File: config.mk
export PLATFORM = sky130hd
export DESIGN_NAME = fmb_butterfly
export DESIGN_NICKNAME = d
export VERILOG_FILES = /design/src/rtl/fmb_pkg.sv /design/src/rtl/fmb_mult.sv /design/src/rtl/fmb_addsub.sv /design/src/rtl/fmb_flagger.sv /design/src/rtl/fmb_butterfly.sv
export SDC_FILE = /design/constraint.sdc
export NUM_CORES = 2
export LEC_CHECK = 0
export BUFFER_PORTS_ARGS = -buffer_cell sky130_fd_sc_hd__buf_2
export CAP_MARGIN = 20
export CORE_ASPECT_RATIO = 1.75
export CORE_MARGIN = 8
export CORE_UTILIZATION = 29
export DETAILED_ROUTE_END_ITERATION = 6
export PLACE_DENSITY = 0.41
export SETUP_SLACK_MARGIN = 0.1
export SYNTH_ARGS = -nofsm -noshare
export SYNTH_HDL_FRONTEND = slang
export SYNTH_SLANG_ARGS = --single-unit
File: constraint.sdc
create_clock -name clk -period 14.2 [get_ports clk]
set_input_delay 1.42 -clock clk [delete_from_list [all_inputs] [get_ports clk]]
set_output_delay 1.42 -clock clk [all_outputs]
set_load 0.02 [all_outputs]
File: src/rtl/fmb_pkg.sv
package fmb_pkg;

  typedef enum logic [1:0] {
    FMB_OP_MUL  = 2'b00,
    FMB_OP_ADD  = 2'b01,
    FMB_OP_SUB  = 2'b10,
    FMB_OP_BFLY = 2'b11
  } fmb_op_e;

  typedef struct packed {
    logic zero;
    logic neg;
    logic carry;
    logic ovf;
  } fmb_flags_t;

endpackage

File: src/rtl/fmb_mult.sv
// Multiplier with signed/unsigned operand extension, widening to the
// result width and optional one-bit fractional alignment.
module fmb_mult #(
  parameter int OPW  = 20,
  parameter int RESW = 48
) (
  input  logic [OPW-1:0]  x,
  input  logic [OPW-1:0]  y,
  input  logic            is_signed,
  input  logic            frac,
  output logic [RESW-1:0] prod
);
  localparam int EXTW  = OPW + 1;
  localparam int FULLW = 2 * EXTW;

  logic signed [EXTW-1:0]  xe;
  logic signed [EXTW-1:0]  ye;
  logic signed [FULLW-1:0] full;
  logic [RESW-1:0]         wide;

  // One extra top bit makes both interpretations a single signed multiply.
  assign xe   = {is_signed & x[OPW-1], x};
  assign ye   = {is_signed & y[OPW-1], y};
  assign full = xe * ye;

  generate
    if (RESW > FULLW) begin : g_extend
      assign wide = {{(RESW-FULLW){full[FULLW-1]}}, full};
    end else begin : g_trunc
      assign wide = full[RESW-1:0];
    end
  endgenerate

  assign prod = frac ? {wide[RESW-2:0], 1'b0} : wide;
endmodule

File: src/rtl/fmb_addsub.sv
// One adder lane: a + b or a - b with carry and signed overflow.
module fmb_addsub #(
  parameter int W = 48
) (
  input  logic [W-1:0] a,
  input  logic [W-1:0] b,
  input  logic         sub,
  output logic [W-1:0] res,
  output logic         carry,
  output logic         ovf
);
  logic [W-1:0] bx;
  logic [W:0]   tot;

  assign bx    = sub ? ~b : b;
  assign tot   = {1'b0, a} + {1'b0, bx} + {{W{1'b0}}, sub};
  assign res   = tot[W-1:0];
  assign carry = tot[W];
  assign ovf   = (a[W-1] == bx[W-1]) && (tot[W-1] != a[W-1]);
endmodule

File: src/rtl/fmb_flagger.sv
// Status flags of one result; carry and overflow only for arithmetic ops.
module fmb_flagger
  import fmb_pkg::*;
#(
  parameter int W = 48
) (
  input  logic [W-1:0] res,
  input  logic         carry,
  input  logic         ovf,
  input  logic         arith,
  output fmb_flags_t   flags
);
  always_comb begin
    flags.zero  = (res == '0);
    flags.neg   = res[W-1];
    flags.carry = arith & carry;
    flags.ovf   = arith & ovf;
  end
endmodule

File: src/rtl/fmb_butterfly.sv
// Fractional multiply with add, subtract or butterfly sum/difference,
// one register stage and valid/ready on both sides.
module fmb_butterfly
  import fmb_pkg::*;
#(
  parameter int OPW  = 20,
  parameter int ACCW = 48
) (
  input  logic            clk,
  input  logic            rst_n,
  input  logic            in_valid,
  output logic            in_ready,
  input  logic [1:0]      in_op,
  input  logic            in_signed,
  input  logic            in_frac,
  input  logic [OPW-1:0]  in_x,
  input  logic [OPW-1:0]  in_y,
  input  logic [ACCW-1:0] in_acc,
  input  logic            sticky_clr,
  output logic            out_valid,
  input  logic            out_ready,
  output logic [ACCW-1:0] out_res0,
  output logic [ACCW-1:0] out_res1,
  output logic            out_dual,
  output logic            out_zero,
  output logic            out_neg,
  output logic            out_carry,
  output logic            out_ovf,
  output logic            out_carry1,
  output logic            out_ovf1,
  output logic            sticky_ovf
);
  localparam int NLANES = 2;
  localparam int PRODW  = 2 * OPW;

  fmb_op_e         op;
  logic            accept;
  logic [ACCW-1:0] prod;
  logic [ACCW-1:0] lane_res [NLANES];
  logic            lane_c   [NLANES];
  logic            lane_v   [NLANES];
  logic            lane_sub [NLANES];
  logic [ACCW-1:0] res0_n;
  logic [ACCW-1:0] res1_n;
  logic            dual_n;
  logic            arith_n;
  logic            carry1_n;
  logic            ovf1_n;
  logic            any_ovf_n;
  logic [ACCW-1:0] lane_balance;
  fmb_flags_t      flags0_n;
  fmb_flags_t      flags0_q;

  assign op       = fmb_op_e'(in_op);
  assign in_ready = !out_valid || out_ready;
  assign accept   = in_valid && in_ready;

  fmb_mult #(.OPW(OPW), .RESW(ACCW)) u_mult (
    .x(in_x), .y(in_y), .is_signed(in_signed), .frac(in_frac), .prod(prod)
  );

  // Lane 0 follows the op code; lane 1 always forms the difference.
  for (genvar i = 0; i < NLANES; i++) begin : g_lane
    if (i == 0) begin : g_primary
      assign lane_sub[i] = (op == FMB_OP_SUB);
    end else begin : g_diff
      assign lane_sub[i] = 1'b1;
    end
    fmb_addsub #(.W(ACCW)) u_lane (
      .a(prod), .b(in_acc), .sub(lane_sub[i]),
      .res(lane_res[i]), .carry(lane_c[i]), .ovf(lane_v[i])
    );
  end

  assign arith_n   = (op != FMB_OP_MUL);
  assign dual_n    = (op == FMB_OP_BFLY);
  assign res0_n    = arith_n ? lane_res[0] : prod;
  assign res1_n    = dual_n ? lane_res[1] : '0;
  assign carry1_n  = dual_n & lane_c[1];
  assign ovf1_n    = dual_n & lane_v[1];

  fmb_flagger #(.W(ACCW)) u_flags0 (
    .res(res0_n), .carry(lane_c[0]), .ovf(lane_v[0]),
    .arith(arith_n), .flags(flags0_n)
  );

  assign any_ovf_n = flags0_n.ovf | ovf1_n;

  // Output register stage
  always_ff @(posedge clk) begin
    if (!rst_n) begin
      out_valid  <= 1'b0;
      out_res0   <= '0;
      out_res1   <= '0;
      out_dual   <= 1'b0;
      flags0_q   <= '0;
      out_carry1 <= 1'b0;
      out_ovf1   <= 1'b0;
    end else if (accept) begin
      out_valid  <= 1'b1;
      out_res0   <= res0_n;
      out_res1   <= res1_n;
      out_dual   <= dual_n;
      flags0_q   <= flags0_n;
      out_carry1 <= carry1_n;
      out_ovf1   <= ovf1_n;
    end else if (out_ready) begin
      out_valid  <= 1'b0;
    end
  end

  assign out_zero  = flags0_q.zero;
  assign out_neg   = flags0_q.neg;
  assign out_carry = flags0_q.carry;
  assign out_ovf   = flags0_q.ovf;

  // Sticky overflow: a clear drops history, a same-cycle op still counts.
  always_ff @(posedge clk) begin
    if (!rst_n) begin
      sticky_ovf <= 1'b0;
    end else if (sticky_clr) begin
      sticky_ovf <= accept & any_ovf_n;
    end else if (accept) begin
      sticky_ovf <= sticky_ovf | any_ovf_n;
    end
  end

  assign lane_balance = lane_res[0] + lane_res[1];

  AST_ACCEPT_LATENCY: assert property (@(posedge clk) disable iff (!rst_n)
    accept |=> out_valid);
  AST_HOLD_OUTPUT: assert property (@(posedge clk) disable iff (!rst_n)
    out_valid && !out_ready |=> out_valid && $stable(out_res0) && $stable(out_res1) && $stable(out_ovf));
  AST_BFLY_BALANCE: assert property (@(posedge clk) disable iff (!rst_n)
    accept && dual_n |-> lane_balance == {prod[ACCW-2:0], 1'b0});
  AST_SINGLE_QUIET: assert property (@(posedge clk) disable iff (!rst_n)
    out_valid && !out_dual |-> out_res1 == '0 && !out_ovf1 && !out_carry1);
  AST_MUL_NO_FLAGS: assert property (@(posedge clk) disable iff (!rst_n)
    accept && op == FMB_OP_MUL |=> !out_carry && !out_ovf);
  AST_FRAC_LSB: assert property (@(posedge clk) disable iff (!rst_n)
    accept && in_frac && op == FMB_OP_MUL |=> !out_res0[0]);
  AST_UNSIGNED_TOP: assert property (@(posedge clk) disable iff (!rst_n)
    accept && !in_signed && op == FMB_OP_MUL |=> out_res0[ACCW-1:PRODW+1] == '0);
  AST_STICKY_HOLD: assert property (@(posedge clk) disable iff (!rst_n)
    sticky_ovf && !sticky_clr |=> sticky_ovf);
  AST_STICKY_SET: assert property (@(posedge clk) disable iff (!rst_n)
    accept && any_ovf_n |=> sticky_ovf);
endmodule

==> impl_metrics.json <==
{
  "grt_max_degree": 67,
  "min-delay-start": "out_res1[39]",
  "insertion_delay_ns": 0.37,
  "fmax_mhz": 81.9,
  "clockBufferDepth": 2,
  "synthFlopType": "dfxtp_1",
  "place_hpwl_um": 78400,
  "start_util": 0.292,
  "crit_arrival_ns": 12.53,
  "fin_ws_ns": 1.98,
  "outcome": "finished, final reports clean",
  "skew_ns": 0.00644,
  "critPathMaxFanout": 29,
  "via_per_inst": 4.82,
  "postCtsSetupRepairBufs": 0,
  "critPathMaxStageDelay_ns": 0.70,
  "reg2reg_depth": 13,
  "setup_violations": 0,
  "slew_violations": 0,
  "rrSetupSlack_ns": 10.46,
  "critPathRequiredTime_ns": 14.52,
  "ys_warn_count": 0,
  "grt_pass1_wl_um": 145000,
  "synth_nets": 4108,
  "synth_top_area_cell": "fa_1",
  "final_common_cell": "inv_1",
  "async_flop_share": 0,
  "io_pins": 203,
  "drv_cap": 0,
  "synth-seq-cells": 104,
  "holdPathEnd": "out_res1[39]",
  "drcViolationCount": 0,
  "synthTopCellsByArea": "fa_1 34%, ha_1 9.4%, inv_1 8.8%, dfxtp_1 7.6%, nand2_1 5.5%",
  "r2r-end": "out_zero",
  "nNetsFinal": 4167,
  "clock-sinks": 104,
  "cts_tree": "yes",
  "hold_violations": 0,
  "crit_type": "input pin to register",
  "routed_wirelength_um": 93400,
  "die_w_um": 248,
  "cts_root_buffer": "clkbuf_16",
  "critPathSlowestCell": "fa_1",
  "postCtsHoldBufs": 0,
  "final.min_clock_period_ns": 12.22,
  "via_count": 22300,
  "relSlewSlack": 0.370,
  "rsz0062_at_grt": "false",
  "first_pass_iters": 5,
  "cts_buffers": 9,
  "clkSlewWorstSetupHoldPaths_ns": 0.08,
  "syn_avg_cell_area_sq_um": 8.19,
  "synth_cells": 3344,
  "wl_per_cell_um": 20.2,
  "mappedNetlistArea_sq_um": 27400,
  "worst_pin_slew_ns": 0.933,
  "start_kind": "input pin",
  "post-route-period-util": 0.860,
  "grt_usage": 0.179,
  "dp_slack_ns": 1.40,
  "drt_iter0_markers": 837,
  "drt.antenna.violating_nets": 0,
  "cts_htree_levels": 3,
  "grt_pass1_vias": 24900,
  "hold_slack_ns": 0.453,
  "synth_seq_area_share": 0.0760,
  "holdPathStages": 2,
  "cp-end-kind": "register",
  "die_area_sq_um": 105000,
  "portBuffers": 202,
  "final.setup.tns_ns": 0,
  "hold_class": "register to register",
  "ys_types": 93,
  "gp_congestion": 0.862,
  "die_y_um": 423,
  "synthToLayoutAreaGrowth_pct": 8.38,
  "fp.coreArea_sq_um": 94000,
  "postCtsResizedCells": 0,
  "synth_top_area_frac": 0.337,
  "reg2reg_from": "out_valid",
  "overflow": 0,
  "final_cell_mix": "638 x inv_1, 461 x fa_1, 400 x nand2_1",
  "synth-edff-count": 0,
  "antenna_found_initial": 7,
  "drive_gt1_frac": 0.0886,
  "cpMostUsedCell": "fa_1",
  "rows": 149
}
-- critical path: cells and delay by family --
family                   cells  cell delay, ns
AND/OR/NAND/NOR             10            2.62
XOR/XNOR                     2            0.38
adder cells (fa/ha/maj)      9            4.77
multiplexers                 1            0.31
AO/OA/AOI/OAI                7            2.05
buffers and inverters        6            0.96
-- cells in the mapped netlist, drive strengths merged, types with 25 or more instances --
cell type,n
clkbuf,148
fa,461
ha,206
nor3,32
o21ai,116
nor2,206
nand2,401
nand2b,27
xnor2,128
nand4,28
inv,639
nand3,33
mux2i,25
a21oi,162
xor2,51
a211oi,49
a21o,63
dfxtp,104
a22oi,27
and2,155
-- how the worst max path moves through the flow --
stage / cells past startpoint / startpoint / end
3_5_place_dp: 36 / in_x[19] / out_zero
6_report: 35 / in_x[19] / out_zero
2_1_floorplan: 38 / in_signed / out_zero
3_3_place_gp: 36 / in_x[19] / out_zero
5_1_grt: 35 / in_x[19] / out_zero
4_1_cts: 36 / in_x[19] / out_zero
-- flip-flops by register name, summed over array words and instances, names as in the netlist --
name        cells
out_carry       1
out_ovf1        1
out_zero        1
out_dual        1
out_carry1      1
sticky_ovf      1
out_res1       48
out_res0       48
out_ovf         1
out_valid       1
-- final cells by class --
cell class	instances	area, sq um
Antenna cell	7	17.5
Clock buffer	9	225
Clock inverter	7	62.6
Fill cell	10200	64300
Inverter	640	2400
Multi-Input combinational cell	2433	22300
Sequential cell	104	2080
Tap cell	1208	1510
Timing Repair Buffer	215	1110
-- layer usage --
metal  vias up  GRT usage  share of wire
met4         4     0.0559          0.031
met5         -          0        0.00025
met1     11000      0.203           0.40
met3       117    0.00998          0.030
met2       423      0.348           0.54
li1      10700          -              -
-- stage by stage --
step | util | std cells | cell area [sq um]
floorplan | - | 3344 | 27400
global placement | 0.313 | 4600 | 29400
detailed placement | 0.313 | 4600 | 29400
CTS | 0.316 | 4616 | 29700
global route | 0.316 | 4617 | 29700
finish | 0.316 | 4623 | 29700
-- kinds of logic (layout without fill, tap and decap cells) --
logic type,Yosys count,count (layout),synth area share
compound gates,580,580,0.143
xor+xnor,179,179,0.0575
fa+ha+maj,667,667,0.431
buf+inv,807,871,0.112
flops,104,104,0.0760
mux,43,43,0.0167
other cells,0,7,0
simple gates,964,964,0.165
Power is left out: the tool's default activity adds up to more than one toggle a clock period on the data nets, which glitch-free logic cannot reach.
